[config.mk]
export PLATFORM = sky130hd
export DESIGN_NAME = softsw_reg
export DESIGN_NICKNAME = d
export VERILOG_FILES = /design/src/rtl/softsw_pkg.sv /design/src/rtl/softsw_decode.sv /design/src/rtl/softsw_ctrl.sv /design/src/rtl/softsw_bits.sv /design/src/rtl/softsw_reg.sv
export SDC_FILE = /design/constraint.sdc
export NUM_CORES = 1
export LEC_CHECK = 0
export CAP_MARGIN = 40
export CORE_MARGIN = 2
export CORE_UTILIZATION = 47
export CTS_CLUSTER_DIAMETER = 40
export DETAILED_ROUTE_END_ITERATION = 12
export HOLD_SLACK_MARGIN = 0.03
export PLACE_DENSITY = 0.87
export SLEW_MARGIN = 15
export SYNTH_ARGS = -nofsm -noshare
export SYNTH_HDL_FRONTEND = slang
export SYNTH_SLANG_ARGS = --single-unit
[constraint.sdc]
create_clock -name clk -period 1.6 [get_ports clk]
set_input_delay 0.32 -clock clk [delete_from_list [all_inputs] [get_ports clk]]
set_output_delay 0.32 -clock clk [all_outputs]
set_load 0.005 [all_outputs]
[src/rtl/softsw_pkg.sv]
package softsw_pkg;
  localparam int SW_BITS  = 8;
  localparam int SW_IDX_W = $clog2(SW_BITS);

  typedef enum logic [1:0] {
    ST_WAIT_LOW = 2'd0,
    ST_IDLE     = 2'd1,
    ST_ACTIVE   = 2'd2
  } busPhase_e;

  typedef struct packed {
    logic                commit;
    logic                setVal;
    logic [SW_IDX_W-1:0] bitIdx;
  } bitCmd_t;
endpackage

[src/rtl/softsw_decode.sv]
module softsw_decode
  import softsw_pkg::*;
#(
  parameter int                ADDR_W    = 16,
  parameter logic [ADDR_W-1:0] BASE_ADDR = 16'hC080
) (
  input  logic [ADDR_W-1:0]   addr,
  output logic                hit,
  output logic [SW_IDX_W-1:0] bitIdx,
  output logic                setVal
);
  // The low bits of the window carry the value bit and the index.
  localparam int LOW_W = SW_IDX_W + 1;

  always_comb begin
    hit    = (addr[ADDR_W-1:LOW_W] == BASE_ADDR[ADDR_W-1:LOW_W]);
    bitIdx = addr[LOW_W-1:1];
    setVal = addr[0];
  end
endmodule

[src/rtl/softsw_ctrl.sv]
module softsw_ctrl
  import softsw_pkg::*;
(
  input  logic                clk,
  input  logic                rstN,
  input  logic                phi2,
  input  logic                hit,
  input  logic [SW_IDX_W-1:0] bitIdx,
  input  logic                setVal,
  output bitCmd_t             cmd
);
  busPhase_e           state;
  logic                heldHit;
  logic                heldVal;
  logic [SW_IDX_W-1:0] heldIdx;

  // The last phase-2-high sample of the address wins. The commit
  // fires once, in the first cycle that sees phase 2 low again.
  always_ff @(posedge clk or negedge rstN) begin
    if (!rstN) begin
      state   <= ST_WAIT_LOW;
      heldHit <= 1'b0;
      heldVal <= 1'b0;
      heldIdx <= '0;
    end else begin
      unique case (state)
        ST_WAIT_LOW: if (!phi2) state <= ST_IDLE;
        ST_IDLE: begin
          if (phi2) begin
            state   <= ST_ACTIVE;
            heldHit <= hit;
            heldVal <= setVal;
            heldIdx <= bitIdx;
          end
        end
        ST_ACTIVE: begin
          if (phi2) begin
            heldHit <= hit;
            heldVal <= setVal;
            heldIdx <= bitIdx;
          end else begin
            state   <= ST_IDLE;
            heldHit <= 1'b0;
          end
        end
        default: state <= ST_WAIT_LOW;
      endcase
    end
  end

  always_comb begin
    cmd.commit = (state == ST_ACTIVE) && !phi2 && heldHit;
    cmd.setVal = heldVal;
    cmd.bitIdx = heldIdx;
  end

  // a commit is never followed directly by another one
  a_r9_one_per_phase: assert property (@(posedge clk) disable iff (!rstN)
    cmd.commit |=> !cmd.commit);

  // a commit only happens right after phase 2 has fallen
  a_r2_commit_on_fall: assert property (@(posedge clk) disable iff (!rstN)
    cmd.commit |-> ($past(phi2) && !phi2));
endmodule

[src/rtl/softsw_bits.sv]
module softsw_bits
  import softsw_pkg::*;
(
  input  logic               clk,
  input  logic               rstN,
  input  bitCmd_t            cmd,
  output logic [SW_BITS-1:0] bits
);
  for (genvar i = 0; i < SW_BITS; i++) begin : g_bit
    always_ff @(posedge clk or negedge rstN) begin
      if (!rstN)
        bits[i] <= 1'b0;
      else if (cmd.commit && (cmd.bitIdx == SW_IDX_W'(i)))
        bits[i] <= cmd.setVal;
    end
  end

  // no more than one output changes per edge
  a_r5_single_bit: assert property (@(posedge clk) disable iff (!rstN)
    1'b1 |=> ($countones(bits ^ $past(bits)) <= 1));

  // without a commit, the outputs hold
  a_r2_hold_no_cmd: assert property (@(posedge clk) disable iff (!rstN)
    !cmd.commit |=> $stable(bits));

  // the addressed output takes the commanded level
  a_r3_level: assert property (@(posedge clk) disable iff (!rstN)
    cmd.commit |=> (bits[$past(cmd.bitIdx)] == $past(cmd.setVal)));
endmodule

[src/rtl/softsw_reg.sv]
module softsw_reg
  import softsw_pkg::*;
#(
  parameter int                ADDR_W     = 16,
  parameter logic [ADDR_W-1:0] BASE_ADDR  = 16'hC080,
  parameter int                RST_STAGES = 2
) (
  input  logic               clk,
  input  logic               rstN,
  input  logic               phi2,
  input  logic [ADDR_W-1:0]  addr,
  output logic [SW_BITS-1:0] ctrlBits
);
  logic [RST_STAGES-1:0] rstPipe;
  logic                  rstSyncN;
  logic                  hit;
  logic                  setVal;
  logic [SW_IDX_W-1:0]   bitIdx;
  bitCmd_t               cmd;

  // The reset asserts at once and is released through a flop chain.
  always_ff @(posedge clk or negedge rstN) begin
    if (!rstN) rstPipe <= '0;
    else       rstPipe <= {rstPipe[RST_STAGES-2:0], 1'b1};
  end
  assign rstSyncN = rstPipe[RST_STAGES-1];

  softsw_decode #(.ADDR_W(ADDR_W), .BASE_ADDR(BASE_ADDR)) uDecode (
    .addr(addr), .hit(hit), .bitIdx(bitIdx), .setVal(setVal));

  softsw_ctrl uCtrl (
    .clk(clk), .rstN(rstSyncN), .phi2(phi2), .hit(hit),
    .bitIdx(bitIdx), .setVal(setVal), .cmd(cmd));

  softsw_bits uBits (
    .clk(clk), .rstN(rstSyncN), .cmd(cmd), .bits(ctrlBits));

  // while reset is held, every output reads 0
  a_r6_reset_clear: assert property (@(posedge clk)
    !rstN |-> (ctrlBits == '0));

  // in the first cycle after release, the outputs are still clear
  a_r7_release_clean: assert property (@(posedge clk) disable iff (!rstSyncN)
    $rose(rstSyncN) |-> (ctrlBits == '0));
endmodule

After elaboration in Yosys (flattened, before gate mapping):

Index checks and enable logic that the tools add are counted.

* eq/ne operators: 12
* multiplexer cells: 6
* reduce and logical (&&, ||, !) cells: 19

Operators with widths (number)
* $eq 12x12->1 const B: 1
* $eq 3x3->1 const B: 4
* $logic_and 1x1->1: 10
* $eq 3x2->1 const B: 2
* $reduce_and 2->1: 3
* $mux 2: 2
* $ne 2x2->1 const B: 2
* $pmux 2 s2: 1
* $reduce_or 2->1: 2
* $eq 3x1->1 const B: 1
* $logic_not 3->1: 1
* $eq 2x1->1 const B: 1
* $eq 2x2->1 const B: 1
* $logic_not 2->1: 1
* $mux 1: 2
* $pmux 1 s2: 1
* $reduce_bool 2->1: 1
* $logic_not 1->1: 1

* flip-flop bits (word level): 17
* bits of input ports: 19
* output and inout bits: 8
* word-level logic and storage cells: 50

Logic depth before layout (Yosys ltp):

Gate-level depths: netlist (run 1).

* word-level depth: 4
* depth in mapped cells: 5
* depth with buffers taken out: 5

By module:

A second synthesis (run 1) with hierarchy kept.

* cells, all modules: 69
* area, all modules: 904.6 um^2

Modules (own cells, without submodules)
* softsw_ctrl: times used 1, cells each 34, area each 396.6 um^2, seq. area each 175.2 um^2
* softsw_bits: times used 1, cells each 24, area each 386.6 um^2, seq. area each 200.2 um^2
* softsw_decode: times used 1, cells each 8, area each 67.6 um^2, seq. area each 0.0 um^2
* softsw_reg: times used 1, cells each 3, area each 53.8 um^2, seq. area each 50.0 um^2

Worst setup path after synthesis (run 1):

Ideal clock, no wire load.

* path type: register to register
* from: register uCtrl.state[0]
* to: register uBits.bits[5]
* setup time: 128 ps
* arrival: 1418 ps
* data required time: 1472 ps
* path slack: 54 ps
* cell stages (with the launch flop): 6
* path buffers: 0
* clock period less this slack: 1546 ps
* cell sequence: dfrtp_1 > inv_1 > ha_1 > nand4b_1 > nor3b_2 > mux2_1

* longest elaborated chain between the ends: 4

Ends and longest elaborated chain
* start: declaration: line softsw_ctrl.sv:12 `busPhase_e state;`
* start signal: assignment: line softsw_ctrl.sv:21 `state <= ST_WAIT_LOW;`
* start signal: assignment: line softsw_ctrl.sv:27 `ST_WAIT_LOW: if (!phi2) state <= ST_IDLE;`
* start signal: assignment: line softsw_ctrl.sv:30 `state <= ST_ACTIVE;`
* $eq 2x2->1: line softsw_ctrl.sv:52 `cmd.commit = (state == ST_ACTIVE) && !phi2 && heldHit;`
* $logic_and 1x1->1 (2 in series): line softsw_ctrl.sv:52
* $logic_and 1x1->1: line softsw_bits.sv:13 `else if (cmd.commit && (cmd.bitIdx == SW_IDX_W'(i)))`
* end signal: indexed assignment: line softsw_bits.sv:14 `bits[i] <= cmd.setVal;`
* end: declaration: line softsw_bits.sv:7 `output logic [SW_BITS-1:0] bits`

No other way between the ends.
A chain may end at the register's enable or synchronous reset.

Worst setup path after layout (run 1):

Same ends and word-level chain as after synthesis.

==> results by group, run 1 <==
Pwr
  – P_leak: 0.5022 nW
  – Comb pwr share: 31.9%
  – Sw Ratio: 32.82%
  – Total power: 1.256 mW
  – NetSw: 0.4123 mW
  – Int Pwr: 0.8440 mW
  – Peak supply drop: 0.0007373 V
  – Clock power frac: 17.9%
  – Pwr Density: 1079 mW/mm^2
  – Reg power frac: 50.3%

Floorplanning
  – Starting Density: 48.91%
  – I/O pin total: 27
  – Total die area: 0.002088 mm^2
  – Core Area: 0.001670 mm^2
  – DIE WIDTH: 45.70 um
  – Die Y: 45.70 um
  – Number of cell rows: 15

Global routing
  – Vias in the first global route: 519
  – First-pass GRT wire length: 2290 um
  – GR Layer Usage met1: 19.95%
  – GRT Overall Usage: 15.89%
  – Largest net degree at the start of global routing: 16
  – Busiest layer in global routing: met2
  – M3 GR Usage: 4.762%
  – Met2 Use GR: 26.20%
  – Grt ovf: 0
  – Initial antenna violation count: 0

Synth
  – Post-synth top area share: 52.07%
  – Yosys warns: 0
  – Adder-Cell Fraction of Synth Area: 4.594%
  – Most frequent cell after synthesis: dfrtp_1
  – Post-synth EDFFs: 0
  – Yosys top cell by area: dfrtp_1
  – Post-synthesis mux area share: 16.54%
  – Library cells used by synthesis: 23
  – Mapped Nets: 88
  – Mean area per synthesized cell: 12.38 um^2
  – Synth Instances: 66
  – Largest family of logic cells by synthesized area: simple AND/OR/NAND/NOR gates
  – Post-synthesis sequential area ratio: 52.07%
  – #FFs+latches synth: 17
  – Async set-reset flop share out of synthesis: 100.0%
  – Xor-xnor portion of the synthesized cell area: 0%
  – Mapped Area: 817.0 um^2
  – Synth Area in Compound Gates: 4.594%
  – Synth Flop Type: dfrtp_1
  – Simple-gate portion of the synthesized area: 18.99%
  – Leading post-synthesis cells by cell area: dfrtp_1 52%, mux2_1 9.6%, mux2_2 6.9%
  – Commonest cells post-synth: 17 x dfrtp_1, 7 x mux2_1, 5 x mux2_2, 5 x nand2_1

Placement
  – GPL Wtd Cong: 0.7638
  – Detailed placement HPWL: 1173 um
  – # placed instances: 109
  – Quantity of I/O buffers inserted on ports: 26
  – Place WS: -212.4 ps
  – Cell Area, Placed: 0.001099 mm^2

Timing
  – Hold Slack: 181.9 ps
  – Setup TNS: 0 ps
  – Fin. Hold Viols: 0
  – Final setup viols: 0
  – Max Clk Rate: 638.9 MHz
  – Setup Skew: 1.230 ps
  – Final worst path period share: 97.83%
  – Relative slew slack: 61.43%
  – RSZ-0062 raised after global routing: true
  – Period minus WS final: 1565 ps
  – Setup WS post-layout: 34.74 ps
  – Measured slew at the worst slew-check pin: 578.6 ps
  – Slew Limit Fails: 0

Cells and area
  – Post-route cell area: 0.001165 mm^2
  – Layout cells sized above 1: 20.41%
  – Final Util: 69.74%
  – # fillers: 122
  – Nets: 121
  – Area grow syn2layout: 42.57%
  – Antenna Cells: 0
  – Non-filler cells in the finished layout: 115

Worst setup path
  – CP top delay family: simple AND/OR/NAND/NOR gates
  – WP buf/inv: 1
  – Setup CP Type: flip-flop to flip-flop
  – Max FO, Critical Path: 4
  – Critical path's slowest cell: dfrtp_1
  – CP required: 1780 ps
  – Critical path's largest stage delay: 410 ps
  – CP endpoint kind: flip-flop
  – Critical Path AT: 1740 ps
  – CP Cell Sequence: inv_2 > ha_4 > nand4b_1 > nor3b_2 > mux2_4
  – CP Launch Type: flip-flop

Detailed routing
  – Starting DRT DRC Count: 8
  – Total routed wirelength: 1516 um
  – Vias per cell: 5.304
  – Post-route ant nets: 0
  – Vias: 610
  – Residual DRC: 0
  – DR pass1 iterations: 4
  – Per-cell routed wire length: 13.18 um

Flow run
  – Max Cap Violations: 0

Outcome
  – Status: completed

Clock network
  – H-tree level count: 1
  – Reg clk slew, reported paths: 90 ps
  – # clock sinks: 17
  – Skew-Pair Late Insertion Delay: 280 ps
  – Root Buffer: clkbuf_4
  – Clk buf depth: 2
  – Cts bufs inserted: 3
  – CTS tree: yes

Hold path
  – HP Class: primary input to async pin
## area by class of cell
type                       count  area, um^2  area share [%]
multi-input combinational     45       394.1           33.83
clock buffer                   4       26.28           2.256
tap                           17       21.27           1.826
inverter                       2       7.507          0.6445
sequential                    17       425.4           36.52
timing repair buffer          30       290.3           24.92
## timing repair
action / CTS / global route
gates resized for setup: 2 / 4
hold buffers: 0 / 0
setup buffers: 0 / 2
endpoints found under the setup margin: 3 / 4
pin swaps: 1 / 2
## final timing paths
check                                            end  slack (ps)                  startpoint  cells past startpoint
setup / recovery           uBits.bits[5]$_DFFE_PN0P_          30  uCtrl.state[0]$_DFFE_PN0P_                      5
hold / removal                  rstPipe[1]$_DFF_PN0_         180                        rstN                      1
setup reg to reg           uBits.bits[5]$_DFFE_PN0P_          30  uCtrl.state[0]$_DFFE_PN0P_                      5
hold reg to reg            uBits.bits[4]$_DFFE_PN0P_         240        rstPipe[1]$_DFF_PN0_                      0
max in group asynchronous  uBits.bits[0]$_DFFE_PN0P_         980        rstPipe[1]$_DFF_PN0_                      0
min in group clk                rstPipe[1]$_DFF_PN0_         370        rstPipe[0]$_DFF_PN0_                      0
## state kept, by name, summed over array words and instances, names as in the netlist
name and cells:
uBits.bits 8, uCtrl.heldIdx 3, uCtrl.heldHit 1, uCtrl.heldVal 1, rstPipe 2, uCtrl.state 2
## per-layer routing
metal | vias to the layer above | share of wire (%) | wire, um
li1 | 300 | - | -
met5 | - | 0 | 0
met1 | 298 | 44 | 660
met2 | 9 | 53 | 800
met3 | 3 | 2.7 | 41
met4 | 0 | 0.92 | 14
## power groups by stage
stage	registers [mW]	clock network (mW)	logic, mW
finish	0.631	0.224	0.401
global placement	0.624	0	0.340
floorplan	0.557	0	0.335
detailed placement	0.629	0	0.359
CTS	0.622	0.231	0.364
global route	0.651	0.253	0.445
## placed cells by master (no fill, tap or decap), types with 3 or more instances in the layout
cell	n
nor2_1	3
buf_4	4
clkbuf_4	3
mux2_2	4
dfrtp_1	17
clkdlybuf4s50_1	26
mux2_1	6
nand2_1	5
## kinds of logic after synthesis
group,after synthesis
buf+inv,4
compound gates,6
other cells,1
mux,12
simple gates,23
fa+ha+maj,3
flops,17
## worst register-to-register path, cell delays in order, from the launching register on
cell	delay [ps]
dfrtp_1	410
inv_2	80
ha_4	140
nand4b_1	220
nor3b_2	280
mux2_4	320
(Power assumes the default switching activity.)
==> run 2, diff against run 1 <==
--- a/config.mk
+++ b/config.mk
@@ -12,6 +12,7 @@
 export DETAILED_ROUTE_END_ITERATION = 12
 export HOLD_SLACK_MARGIN = 0.03
 export PLACE_DENSITY = 0.87
+export SETUP_SLACK_MARGIN = 0.3
 export SLEW_MARGIN = 15
 export SYNTH_ARGS = -nofsm -noshare
 export SYNTH_HDL_FRONTEND = slang
==> run 2 against run 1 <==
Clock power up 3%. Wire length is 24% higher. Non-clock buffer count is 8 higher. Via count rose by 10%. Die area unchanged. Count of clock-buffer cells in the layout unchanged. Flip-flop and latch count is the same. Register-to-register slack got worse by 20 ps. Design area is 12% higher. Global-route usage increased by 4.5 points. Sequential share of layout area decreased by 4.0 points. Fmax down 1.2%. Largest cell class is now multi-input gates.
==> results by group, run 2 (same netlist as run 1, synthesis figures left out) <==
Detailed routing
  – Per-cell routed wire length: 15.25 um (was 13.18 um)
  – Post-route ant nets: 0 (unchanged)
  – Vias: 673 (was 610)
  – Starting DRT DRC Count: 9 (was 8)
  – Residual DRC: 0 (unchanged)
  – DR pass1 iterations: 5 (was 4)
  – Vias per cell: 5.472 (was 5.304)
  – Total routed wirelength: 1876 um (was 1516 um)

Clock network
  – # clock sinks: 17 (unchanged)
  – Skew-Pair Late Insertion Delay: 290 ps (was 280 ps)
  – Clk buf depth: 2 (unchanged)
  – Root Buffer: clkbuf_4 (unchanged)
  – Cts bufs inserted: 3 (unchanged)
  – Reg clk slew, reported paths: 100 ps (was 90 ps)
  – CTS tree: yes (unchanged)
  – H-tree level count: 1 (unchanged)

Worst setup path
  – Reg2reg start: uCtrl.state[0]$_DFFE_PN0P_ (unchanged)
  – CP top delay family: simple AND/OR/NAND/NOR gates (unchanged)
  – R2r setup slk: 20 ps (was 30 ps)
  – R2r endpoint: uBits.bits[4]$_DFFE_PN0P_ (was uBits.bits[5]$_DFFE_PN0P_)
  – Critical path's largest stage delay: 410 ps (about the same)
  – CP required: 1780 ps (about the same)
  – Critical Path AT: 1770 ps (was 1740 ps)
  – CP Launch Type: flip-flop (unchanged)
  – Max FO, Critical Path: 4 (unchanged)
  – Critical path's slowest cell: dfrtp_1 (unchanged)
  – Crit path from: uCtrl.state[0]$_DFFE_PN0P_ (unchanged)
  – CP endpoint kind: flip-flop (unchanged)
  – Setup CP Type: flip-flop to flip-flop (unchanged)
  – CP Cell Sequence: inv_2 > ha_4 > nand4b_1 > nor3_2 > mux2_4 (was inv_2 > ha_4 > nand4b_1 > nor3b_2 > mux2_4)
  – Worst Reg-to-Reg Cells: 5 (unchanged)
  – WP buf/inv: 1 (unchanged)

Floorplanning
  – Total die area: 0.002088 mm^2 (unchanged)
  – Die Y: 45.70 um (unchanged)
  – Starting Density: 48.91% (unchanged)
  – Number of cell rows: 15 (unchanged)
  – I/O pin total: 27 (unchanged)
  – DIE WIDTH: 45.70 um (unchanged)
  – Core Area: 0.001670 mm^2 (unchanged)

Global routing
  – First-pass GRT wire length: 2891 um (was 2290 um)
  – Initial antenna violation count: 0 (unchanged)
  – GRT Overall Usage: 20.37% (was 15.89%)
  – Grt ovf: 0 (unchanged)
  – Vias in the first global route: 627 (was 519)
  – Largest net degree at the start of global routing: 16 (unchanged)

Cells and area
  – Largest register by flop count: uBits.bits (unchanged)
  – Area grow syn2layout: 60.34% (was 42.57%)
  – Nets: 129 (was 121)
  – Antenna Cells: 0 (unchanged)
  – Largest regs: uBits.bits (8), uCtrl.heldIdx (3) (unchanged)
  – Most common cell after layout, fill and taps aside: clkdlybuf4s50_1 (unchanged)
  – Commonest cells after routing, fill and taps aside: 18 x clkdlybuf4s50_1, 17 x dfrtp_1, 10 x mux2_4, 10 x buf_4, 5 x clkdlybuf4s15_1 (was 26 x clkdlybuf4s50_1, 17 x dfrtp_1, 6 x mux2_1, 5 x nand2_1)
  – Max reg flops: 8 (unchanged)
  – Post-route cell area: 0.001310 mm^2 (was 0.001165 mm^2)
  – Layout cells sized above 1: 36.79% (was 20.41%)

Timing
  – Fin. Hold Viols: 0 (unchanged)
  – Relative slew slack: 60.54% (was 61.43%)
  – RSZ-0062 raised after global routing: true (unchanged)
  – Hold Slack: 188.4 ps (was 181.9 ps)
  – Max Clk Rate: 631.4 MHz (was 638.9 MHz)
  – Measured slew at the worst slew-check pin: 591.9 ps (was 578.6 ps)
  – Slew Limit Fails: 0 (unchanged)
  – Final worst path period share: 98.98% (was 97.83%)
  – Final setup viols: 0 (unchanged)
  – Period minus WS final: 1584 ps (was 1565 ps)
  – Setup Skew: 4.806 ps (was 1.230 ps)

Pwr
  – Pwr Density: 1188 mW/mm^2 (was 1079 mW/mm^2)
  – P_leak: 0.6062 nW (was 0.5022 nW)
  – Peak supply drop: 0.001185 V (was 0.0007373 V)

Outcome
  – Status: completed (unchanged)

Placement
  – GPL Wtd Cong: 0.8189 (was 0.7638)
  – Quantity of I/O buffers inserted on ports: 26 (unchanged)
  – Detailed placement HPWL: 1225 um (was 1173 um)
  – Cell Area, Placed: 0.001122 mm^2 (was 0.001099 mm^2)

Hold path
  – HP Class: primary input to async pin (unchanged)

Flow run
  – Max Cap Violations: 0 (unchanged)
[run 2: worst max-delay path by stage]
stage	depth (start not counted)	slack [ps]	endpoint
6_report	5	20	uBits.bits[4]$_DFFE_PN0P_
3_5_place_dp	4	-200	uBits.bits[4]$_DFFE_PN0P_
5_1_grt	5	-3	uBits.bits[4]$_DFFE_PN0P_
3_3_place_gp	4	-150	uBits.bits[4]$_DFFE_PN0P_
2_1_floorplan	5	170	uBits.bits[6]$_DFFE_PN0P_
4_1_cts	5	70	uBits.bits[5]$_DFFE_PN0P_
[run 2: where the power goes]
group	total, mW	internal (mW)	switching [mW]
clock	0.230	0.0969	0.133
combinational	0.678	0.420	0.258
sequential	0.649	0.505	0.144
total	1.56	1.02	0.535
[run 2: through the flow]
stage          util (%)  setup WS (ps)  cells  power (mW)  setup TNS [ps]
2_1_floorplan         -          166.0     66      0.9201               0
3_3_place_gp      67.19         -145.2    108      0.9840          -633.2
3_5_place_dp      67.19         -196.8    108       1.016          -902.4
4_1_cts           73.18          68.08    116       1.423               0
5_1_grt           78.43         -2.952    123       1.639          -2.952
6_report          78.43          16.33    123       1.557               0
[run 2: repair_timing]
item	in CTS	in global routing
resized for setup	20	12
cloned	0	0
pin swaps	7	5
hold buffers	0	0
endpoints found under the setup margin	21	21
buffers inserted	4	7
endpoints found under the hold margin	0	0
[run 2: cell type report]
type	count	area, um^2
timing repair buffer	38	354.1
fill	104	360.3
multi-input combinational	45	475.5
sequential	17	425.4
tap	17	21.27
inverter	2	7.507
clock buffer	4	26.28
[run 2: per-layer routing]
layer	track usage [%]	routed length (um)	vias up
li1	-	-	317
met1	26.94	795	335
met2	31.27	987	17
met3	4.762	62	4
met4	10.29	31	0
met5	0	0	-
